File: config.mk
export PLATFORM = sky130hd
export DESIGN_NAME = swdSniffer
export DESIGN_NICKNAME = d
export VERILOG_FILES = /design/src/rtl/swdSnifPkg.sv /design/src/rtl/swdSnifSync.sv /design/src/rtl/swdSnifCtrl.sv /design/src/rtl/swdSnifDatapath.sv /design/src/rtl/swdSniffer.sv
export SDC_FILE = /design/constraint.sdc
export NUM_CORES = 1
export LEC_CHECK = 0
export ABC_CLOCK_PERIOD_IN_PS = 2500
export BUFFER_PORTS_ARGS = -buffer_cell sky130_fd_sc_hd__buf_2
export CORE_ASPECT_RATIO = 0.6
export CORE_MARGIN = 2
export CORE_UTILIZATION = 40
export DETAILED_ROUTE_END_ITERATION = 16
export GPL_ROUTABILITY_DRIVEN = 1
export HOLD_SLACK_MARGIN = 0.1
export SLEW_MARGIN = 20
export SYNTH_ARGS = -nofsm -noshare
export SYNTH_HDL_FRONTEND = slang
export SYNTH_SLANG_ARGS = --single-unit
File: constraint.sdc
create_clock -name clk -period 2.5 [get_ports clk]
set_clock_uncertainty 0.1 [all_clocks]
set_input_delay 0.125 -clock clk [delete_from_list [all_inputs] [get_ports clk]]
set_output_delay 0.125 -clock clk [all_outputs]
set_load 0.01 [all_outputs]
File: src/rtl/swdSnifPkg.sv
package swdSnifPkg;
  localparam int HDR_W = 8;
  localparam int ACK_W = 3;
  localparam logic [ACK_W-1:0] ACK_OK = 3'b001;

  typedef enum logic [2:0] {
    ST_IDLE, ST_HDR, ST_TRN1, ST_ACK, ST_TRN2, ST_DATA, ST_DPAR, ST_TRN3
  } snifState_t;

  typedef struct packed {
    logic shiftHdr;
    logic shiftAck;
    logic shiftData;
    logic ackDone;
    logic frameDone;
  } dpStrobe_t;
endpackage

File: src/rtl/swdSnifSync.sv
module swdSnifSync #(
  parameter int SYNC_STAGES = 2
) (
  input  logic clk,
  input  logic rstN,
  input  logic swclkIn,
  input  logic swdioIn,
  output logic bitStrobe,
  output logic bitVal
);
  logic [SYNC_STAGES-1:0] clkPipe;
  logic [SYNC_STAGES-1:0] dioPipe;
  logic clkLast;

  generate
    if (SYNC_STAGES == 1) begin : g_single
      always_ff @(posedge clk) begin
        if (!rstN) begin
          clkPipe <= '0;
          dioPipe <= '0;
        end else begin
          clkPipe <= swclkIn;
          dioPipe <= swdioIn;
        end
      end
    end else begin : g_chain
      always_ff @(posedge clk) begin
        if (!rstN) begin
          clkPipe <= '0;
          dioPipe <= '0;
        end else begin
          clkPipe <= {clkPipe[SYNC_STAGES-2:0], swclkIn};
          dioPipe <= {dioPipe[SYNC_STAGES-2:0], swdioIn};
        end
      end
    end
  endgenerate

  always_ff @(posedge clk) begin
    if (!rstN) clkLast <= 1'b0;
    else       clkLast <= clkPipe[SYNC_STAGES-1];
  end

  assign bitStrobe = clkPipe[SYNC_STAGES-1] & ~clkLast;
  assign bitVal    = dioPipe[SYNC_STAGES-1];
endmodule

File: src/rtl/swdSnifCtrl.sv
module swdSnifCtrl
  import swdSnifPkg::*;
#(
  parameter int DATA_W = 32
) (
  input  logic             clk,
  input  logic             rstN,
  input  logic             bitStrobe,
  input  logic             bitVal,
  input  logic [HDR_W-1:0] hdrQ,
  input  logic [ACK_W-1:0] ackQ,
  output dpStrobe_t        strobes
);
  localparam int CNT_W = (DATA_W > HDR_W) ? $clog2(DATA_W) : $clog2(HDR_W);

  snifState_t state, stateNext;
  logic [CNT_W-1:0] cnt, cntNext;
  logic [HDR_W-1:0] hdrFull;
  logic [ACK_W-1:0] ackFull;
  logic hdrGood;
  logic isRead;

  assign hdrFull = {bitVal, hdrQ[HDR_W-1:1]};
  assign ackFull = {bitVal, ackQ[ACK_W-1:1]};
  assign hdrGood = hdrFull[0] & ~hdrFull[6] & hdrFull[7] & (hdrFull[5] == ^hdrFull[4:1]);
  assign isRead  = hdrQ[2];

  always_comb begin
    stateNext = state;
    cntNext   = cnt;
    strobes   = '0;
    if (bitStrobe) begin
      unique case (state)
        ST_IDLE: if (bitVal) begin
          strobes.shiftHdr = 1'b1;
          stateNext        = ST_HDR;
          cntNext          = CNT_W'(1);
        end
        ST_HDR: begin
          strobes.shiftHdr = 1'b1;
          if (cnt == CNT_W'(HDR_W-1)) begin
            stateNext = hdrGood ? ST_TRN1 : ST_IDLE;
            cntNext   = '0;
          end else begin
            cntNext = cnt + 1'b1;
          end
        end
        ST_TRN1: begin
          stateNext = ST_ACK;
          cntNext   = '0;
        end
        ST_ACK: begin
          strobes.shiftAck = 1'b1;
          if (cnt == CNT_W'(ACK_W-1)) begin
            strobes.ackDone = 1'b1;
            cntNext         = '0;
            if (ackFull == ACK_OK) stateNext = isRead ? ST_DATA : ST_TRN2;
            else                   stateNext = ST_TRN3;
          end else begin
            cntNext = cnt + 1'b1;
          end
        end
        ST_TRN2: begin
          stateNext = ST_DATA;
          cntNext   = '0;
        end
        ST_DATA: begin
          strobes.shiftData = 1'b1;
          if (cnt == CNT_W'(DATA_W-1)) begin
            stateNext = ST_DPAR;
            cntNext   = '0;
          end else begin
            cntNext = cnt + 1'b1;
          end
        end
        ST_DPAR: begin
          strobes.frameDone = 1'b1;
          stateNext         = isRead ? ST_TRN3 : ST_IDLE;
        end
        ST_TRN3: stateNext = ST_IDLE;
        default: stateNext = ST_IDLE;
      endcase
    end
  end

  always_ff @(posedge clk) begin
    if (!rstN) begin
      state <= ST_IDLE;
      cnt   <= '0;
    end else begin
      state <= stateNext;
      cnt   <= cntNext;
    end
  end
endmodule

File: src/rtl/swdSnifDatapath.sv
module swdSnifDatapath
  import swdSnifPkg::*;
#(
  parameter int DATA_W = 32
) (
  input  logic              clk,
  input  logic              rstN,
  input  logic              bitVal,
  input  dpStrobe_t         strobes,
  input  logic [HDR_W-1:0]  hdrTarget,
  input  logic [HDR_W-1:0]  hdrMask,
  input  logic [DATA_W-1:0] dataTarget,
  input  logic [DATA_W-1:0] dataMask,
  output logic [HDR_W-1:0]  hdrQ,
  output logic [ACK_W-1:0]  ackQ,
  output logic [HDR_W-1:0]  hdrOut,
  output logic [ACK_W-1:0]  ackOut,
  output logic [DATA_W-1:0] dataOut,
  output logic              frameValid,
  output logic              parityErr,
  output logic              matchPulse
);
  logic [DATA_W-1:0] dataQ;
  logic parOk, hdrHit, dataHit;

  assign parOk   = (^dataQ) == bitVal;
  assign hdrHit  = ((hdrQ ^ hdrTarget) & hdrMask) == '0;
  assign dataHit = ((dataQ ^ dataTarget) & dataMask) == '0;

  always_ff @(posedge clk) begin
    if (!rstN) begin
      hdrQ  <= '0;
      ackQ  <= '0;
      dataQ <= '0;
    end else begin
      if (strobes.shiftHdr)  hdrQ  <= {bitVal, hdrQ[HDR_W-1:1]};
      if (strobes.shiftAck)  ackQ  <= {bitVal, ackQ[ACK_W-1:1]};
      if (strobes.shiftData) dataQ <= {bitVal, dataQ[DATA_W-1:1]};
    end
  end

  always_ff @(posedge clk) begin
    if (!rstN) begin
      hdrOut     <= '0;
      ackOut     <= '0;
      dataOut    <= '0;
      frameValid <= 1'b0;
      parityErr  <= 1'b0;
      matchPulse <= 1'b0;
    end else begin
      frameValid <= strobes.frameDone;
      matchPulse <= strobes.frameDone & parOk & hdrHit & dataHit;
      if (strobes.ackDone) begin
        hdrOut <= hdrQ;
        ackOut <= {bitVal, ackQ[ACK_W-1:1]};
      end
      if (strobes.frameDone) begin
        dataOut   <= dataQ;
        parityErr <= ~parOk;
      end
    end
  end
endmodule

File: src/rtl/swdSniffer.sv
module swdSniffer #(
  parameter int DATA_W      = 32,
  parameter int SYNC_STAGES = 2
) (
  input  logic              clk,
  input  logic              rstN,
  input  logic              swclkIn,
  input  logic              swdioIn,
  input  logic [7:0]        hdrTarget,
  input  logic [7:0]        hdrMask,
  input  logic [DATA_W-1:0] dataTarget,
  input  logic [DATA_W-1:0] dataMask,
  output logic [7:0]        hdrOut,
  output logic [2:0]        ackOut,
  output logic [DATA_W-1:0] dataOut,
  output logic              frameValid,
  output logic              parityErr,
  output logic              matchPulse
);
  import swdSnifPkg::*;

  logic bitStrobe, bitVal;
  logic [HDR_W-1:0] hdrQ;
  logic [ACK_W-1:0] ackQ;
  dpStrobe_t strobes;

  swdSnifSync #(.SYNC_STAGES(SYNC_STAGES)) u_sync (
    .clk(clk), .rstN(rstN), .swclkIn(swclkIn), .swdioIn(swdioIn),
    .bitStrobe(bitStrobe), .bitVal(bitVal)
  );

  swdSnifCtrl #(.DATA_W(DATA_W)) u_ctrl (
    .clk(clk), .rstN(rstN), .bitStrobe(bitStrobe), .bitVal(bitVal),
    .hdrQ(hdrQ), .ackQ(ackQ), .strobes(strobes)
  );

  swdSnifDatapath #(.DATA_W(DATA_W)) u_dp (
    .clk(clk), .rstN(rstN), .bitVal(bitVal), .strobes(strobes),
    .hdrTarget(hdrTarget), .hdrMask(hdrMask),
    .dataTarget(dataTarget), .dataMask(dataMask),
    .hdrQ(hdrQ), .ackQ(ackQ), .hdrOut(hdrOut), .ackOut(ackOut),
    .dataOut(dataOut), .frameValid(frameValid), .parityErr(parityErr),
    .matchPulse(matchPulse)
  );
endmodule

# Yosys cells after proc, flatten, opt, wreduce, memory -nomap -nowiden
# Cells that the tools add are included.
[op_classes]
add_sub_neg = 1
eq_ne = 17
n_mux = 22
n_bitwise = 14
reduce_logical = 9
[ops]
columns = ["cell", "n"]
rows = [
  ["AND 32 bit", 1],
  ["logical NOT 32 bit", 1],
  ["parity 32 bit", 1],
  ["XOR 32 bit", 1],
  ["2-to-1 mux 5 bit", 5],
  ["case mux 5 bit (5 select lines)", 1],
  ["case mux 3 bit (8 select lines)", 1],
  ["2-to-1 mux 3 bit", 6],
  ["equality test 3 bit, second input constant", 4],
  ["AND 8 bit", 1],
  ["logical NOT 8 bit", 1],
  ["XOR 8 bit", 1],
  ["AND 1 bit", 7],
  ["2-to-1 mux 1 bit", 7],
  ["equality test 3 x 1 -> 1 bit, second input constant", 2],
  ["equality test 3 x 2 -> 1 bit, second input constant", 2],
  ["!= test 2 x 1 -> 1 bit, second input constant", 3],
  ["adder 5 x 1 -> 5 bit, second input constant", 1],
  ["equality test 5 x 2 -> 1 bit, second input constant", 1],
  ["equality test 5 x 3 -> 1 bit, second input constant", 1],
  ["equality test 5 bit, second input constant", 1],
  ["AND reduction 5 bit", 1],
  ["nonzero test 5 bit", 1],
  ["parity 4 bit", 1],
  ["8 further kinds", 11],
]
[word_totals]
reg_bits = 102
in_bits = 84
out_inout_bits = 46
wordCells = 77

# Longest topological paths before layout
[depth]
depth_word = 7
mapped_depth = 8
mapped_depth_nobuf = 8

# Cells and area by module
# Synthesis repeated with hierarchy kept, for this count alone.
[hier_totals]
cells_unflattened = 476
hier_area_um2 = 4974.8
[by_module_without_submodules]
columns = ["module", "instances", "cells_per_inst", "area_per_inst_um2", "seq_area_each_um2"]
rows = [
  ["swdSnifDatapath", 1, 381, 4113.9, 1781.7],
  ["swdSnifCtrl", 1, 84, 723.2, 160.2],
  ["swdSnifSync", 1, 11, 137.6, 100.1],
]

# Worst setup path after synthesis
# Ideal clock, no wire load.
[synth_path]
path_type = "flip-flop to flip-flop"
start = "reg u_ctrl.cnt[0]"
end = "reg u_ctrl.state[1]"
setup_ns = 0.058
arrival_time_ns = 1.810
required_time_ns = 2.342
setup_slack_ns = 0.532
stages_incl_launch_ff = 8
n_path_buf = 0
synth_period_minus_slack_ns = 1.968
path_cell_list = "dfxtp_1 -> ha_1 -> nor4bb_1 -> o22ai_1 -> o21ai_0 -> and3_2 -> a21boi_0 -> o211a_1"
[synth_via]
elab_chain_cells = 3
elab_cells_between_ends = 7
classes_between = "eq/ne (6); reduce/logical (1)"
[synth_lines]
columns = ["item", "line", "rtl"]
rows = [
  ["start: declaration", "swdSnifCtrl.sv:17", "logic [CNT_W-1:0] cnt, cntNext;"],
  ["start signal: assignment", "swdSnifCtrl.sv:92", "cnt <= cntNext;"],
  ["equality test 5 bit (tied with other cells)", "swdSnifCtrl.sv:69", "if (cnt == CNT_W'(DATA_W-1)) begin"],
  ["!= test 2 x 1 -> 1 bit (no line)", "--", ""],
  ["AND reduction 5 bit (no line) *", "--", ""],
  ["end signal: assignment", "swdSnifCtrl.sv:91", "state <= stateNext;"],
  ["end: declaration", "swdSnifCtrl.sv:16", "snifState_t state, stateNext;"],
]
# Mark *: on every way between the ends. The rest lies on a longest branch, timed or not.
# A chain may end at the register's enable or synchronous reset.

# Worst setup path in the final report
[layout_path]
start = "reg u_dp.hdrQ[3]"
end = "reg u_dp.matchPulse"
[layout_via]
elab_chain_cells = 5
[layout_lines]
columns = ["item", "line", "rtl"]
rows = [
  ["start: declaration", "swdSnifDatapath.sv:14", "output logic [HDR_W-1:0] hdrQ,"],
  ["start signal: assignment", "swdSnifDatapath.sv:36", "if (strobes.shiftHdr) hdrQ <= {bitVal, hdrQ[HDR_W-1:1]};"],
  ["XOR 8 bit", "swdSnifDatapath.sv:27", "assign hdrHit = ((hdrQ ^ hdrTarget) & hdrMask) == '0;"],
  ["AND 8 bit", "swdSnifDatapath.sv:27", ""],
  ["logical NOT 8 bit", "swdSnifDatapath.sv:27", ""],
  ["AND 1 bit (2 in series)", "swdSnifDatapath.sv:52", "matchPulse <= strobes.frameDone & parOk & hdrHit & dataHit;"],
  ["end signal: assignment", "swdSnifDatapath.sv:52", ""],
  ["end: declaration", "swdSnifDatapath.sv:21", "output logic matchPulse"],
]
# Every way passes these cells.

==> flow_summary.yaml <==
detailed_routing:
  viasPerCell: 4.92
  dr_total_vias: 4230
  avgRoutedWirePerCell_um: 15.6
  drcViolationCount: 0
  antenna_violating_nets_post_route: 0
  postRouteWirelength_um: 13400
  detail_route.first_pass.iterations: 5
  count_of_routing_violations_after_the_opening_detailed_route_iteration: 354
global_route:
  grt_first_pass_wirelength_um: 20600
  groute.layer.met1.usage_pct: 30.0
  maximum_number_of_pins_on_one_net_before_global_route_repair: 47
  grt_antenna_before_repair: 1
  global_route.usage.total_pct: 20.5
  grt_util_met3_pct: 4.95
  gr-max-usage-layer: "met1"
  globalRouteOverflowTotal: 0
  grt_pass1_vias: 3846
  groute.layer.met2.usage_pct: 29.8
worst_setup_path:
  critPathCaptureType: "flop"
  setup.reg_to_reg.worst_slack_ps: 140
  crit_path_start: "u_dp.hdrQ[3]"
  critPathKind: "reg -> reg"
  rr_startpoint: "u_dp.hdrQ[3]"
  cp-start-kind: "flop"
  worstPathArrival_ps: 2510
  crit_fanout: 5
  reg2regPathDepth: 6
  regToRegEndpoint: "u_dp.matchPulse"
  critical_path_required_ps: 2650
placed_design:
  place_ws_ps: 222
  dpl-instance-area_mm2: 0.00570
  numPortBuffers: 129
  dp.final_hpwl_um: 9920
  dp.cells: 827
  gp_congestion: 0.880
timing:
  final_hold_viol_count: 0
  finalWorstPathRequiredPeriod_ps: 2360
  fmax_mhz: 424
  timing.slew.headroom_pct: 62.8
  tns_ps: 0
  final-max-slew-violation-count: 0
  period_share_pct: 94.3
  final_setup_fails: 0
  worstMarginPinSlew_ps: 556
  grt_setup_unrepaired: "no"
  final_setup_margin_ps: 142
die:
  design.portCount: 130
  fp.dieArea_mm2: 0.0131
  die-width_um: 146
  core_area_mm2: 0.0119
  floorplan.initialDensity_pct: 40.6
  fp-row-count: 31
  die_height_um: 89.3
layout:
  layout.nets: 776
  num_antenna_cells: 0
  layout_cells_excl_fill: 859
  finalInstanceArea_mm2: 0.00616
  syn2layout_area_growth_pct: 27.0
  drive_above_1_share_pct: 24.9
synth:
  synth_area_mm2: 0.00485
  synth_cell_type_count: 45
  synth_seq_area_share_pct: 41.7
  synth_warnings: 0
  dominantRegCellSynth: "sky130_fd_sc_hd__dfxtp_1"
  ys_seq_elements: 101
  syn_area_per_cell_um2: 8.84
  synth_fp_nets: 636
  netlist_instances: 549
  synth-async-reset-ratio_pct: 0
  number_of_synthesized_flops_with_an_enable_pin: 0
min_path:
  worst_hold_path_type: "in -> reg"
  whs_path_depth: 2
  whs_endpoint: "u_dp.dataOut[8]"
  critical_hold_path_startpoint: "rstN"
power_and_ir_drop:
  peakVddDrop_v: 0.000374
  logic_gate_share_of_total_power_pct: 6.5
  p_int_w: 0.00251
  power_density_mw_per_mm2: 522
  seq_power_share_pct: 50.2
  total_power_w: 0.00322
  clock_power_share_pct: 43.2
  leakage_power_nw: 2.57
  net_sw_power_w: 0.000703
  switching_share_pct: 21.9
run_status:
  run_status: "complete, no violations"
clocking:
  htreeDepth: 3
  clockBufferDepth: 2
  tritoncts: "done"
  clock-root-buffer: "sky130_fd_sc_hd__clkbuf_16"
  clk_latency_ps: 340
  clk_pin_slew_ps: 70
  tritoncts_num_sinks: 101
  tritoncts.num_buffers: 9
  cts.repair_timing.setup_buffer_count: 0
job:
  max-cap-violations: 0
-- timing repair --
| item | 4_1_cts | 5_1_grt |
|---|---|---|
| hold endpoints to repair | 3 | 0 |
| resized for setup | 0 | 5 |
| hold buffers | 16 | 0 |
| endpoints found under the setup margin | 0 | 1 |
-- state kept, by name, summed over array words and instances, names as in the netlist --
signal,flops
u_dp.hdrOut,8
u_sync.dioPipe,2
u_dp.frameValid,1
u_dp.dataQ,32
u_dp.hdrQ,8
u_dp.ackOut,3
u_sync.clkPipe,2
u_ctrl.state,3
u_dp.ackQ,2
u_dp.matchPulse,1
u_sync.clkLast,1
u_dp.parityErr,1
u_ctrl.cnt,5
u_dp.dataOut,32
-- power groups by stage --
stage          clock (W)  sequential [W]  combinational [W]
6_report         0.00139         0.00162           0.000210
5_1_grt          0.00149         0.00162           0.000227
4_1_cts          0.00143         0.00162           0.000210
3_5_place_dp           0         0.00165           0.000187
3_3_place_gp           0         0.00165           0.000186
2_1_floorplan          0         0.00165          0.0000858
-- cell type report --
class / instances / area [um2]
Fill cell: 1166 / 5780
Clock buffer: 11 / 233
Tap cell: 165 / 206
Clock inverter: 5 / 61.3
Sequential cell: 101 / 2030
Timing Repair Buffer: 159 / 911
Multi-Input combinational cell: 412 / 2700
Inverter: 6 / 22.5
-- cells in the mapped netlist, drive strengths merged, types with 2 or more instances --
master / instances / area share, %
nand2: 136 / 11
dfxtp: 101 / 42
a21boi: 68 / 11
xor2: 42 / 7.6
xnor2: 29 / 5.5
clkbuf: 26 / 2.0
nor2b: 25 / 3.2
mux2i: 22 / 4.5
a21oi: 8 / 0.82
and2: 8 / 1.1
nor2: 7 / 0.54
a221oi: 6 / 1.1
a22o: 6 / 1.1
a22oi: 6 / 0.93
inv: 6 / 0.46
o21ai: 6 / 0.62
nand4: 5 / 0.64
nor3: 5 / 0.62
buf: 4 / 0.46
nand3: 4 / 0.41
and3: 3 / 0.41
ha: 3 / 0.77
nand2b: 2 / 0.26
o211a: 2 / 0.41
or2: 2 / 0.26
or3: 2 / 0.26
xnor3: 2 / 0.93
-- how the worst max path moves through the flow --
stage,end,slack [ps]
final,u_dp.matchPulse,140
after global routing,u_ctrl.state[1],10
after CTS,u_dp.matchPulse,60
after detailed placement,u_ctrl.state[1],220
after global placement,u_ctrl.state[1],340
after floorplan,u_ctrl.state[1],530
-- cells by family (layout without fill, tap and decap cells) --
| family | count (synthesis) | in the layout | synth area share, % |
|---|---|---|---|
| flip-flops | 101 | 101 | 41.7 |
| XOR/XNOR | 73 | 73 | 14.0 |
| buffers and inverters | 36 | 181 | 2.94 |
| AO/OA/AOI/OAI | 109 | 109 | 16.8 |
| multiplexers | 22 | 22 | 4.54 |
| adder cells (fa/ha/maj) | 3 | 3 | 0.773 |
| AND/OR/NAND/NOR | 205 | 205 | 19.3 |
-- stage by stage --
step           util [%]  hold WS, ps
2_1_floorplan         -          152
3_3_place_gp       47.7          242
3_5_place_dp       47.7          239
4_1_cts            51.5          195
5_1_grt            51.6          217
6_report           51.6          202
-- critical path, stage by stage (launching register included) --
cell and delay, ps:
sky130_fd_sc_hd__dfxtp_2 360, sky130_fd_sc_hd__xor2_1 200, sky130_fd_sc_hd__a22oi_1 160, sky130_fd_sc_hd__dlygate4sd3_1 570
sky130_fd_sc_hd__nand4_1 70, sky130_fd_sc_hd__dlygate4sd3_1 570, sky130_fd_sc_hd__nor4_1 240
-- metal layers --
| layer | vias up | wire length [um] |
|---|---|---|
| met3 | 19 | 733 |
| li1 | 2120 | - |
| met1 | 1974 | 6880 |
| met4 | 2 | 217 |
| met2 | 115 | 5600 |
| met5 | - | 11 |
-- cells in the final DEF, fill, tap and decap left out, types with 7 or more instances in the layout --
master	instances
sky130_fd_sc_hd__a21boi_0	68
sky130_fd_sc_hd__xnor2_1	27
sky130_fd_sc_hd__clkbuf_16	9
sky130_fd_sc_hd__buf_4	14
sky130_fd_sc_hd__dfxtp_1	97
sky130_fd_sc_hd__nor2b_1	25
sky130_fd_sc_hd__nand2_1	136
sky130_fd_sc_hd__buf_2	129
sky130_fd_sc_hd__a21oi_1	8
sky130_fd_sc_hd__dlygate4sd3_1	16
sky130_fd_sc_hd__mux2i_1	22
sky130_fd_sc_hd__xor2_1	42
sky130_fd_sc_hd__and2_1	7
No activity file was read; power rests on OpenSTA's default activity.
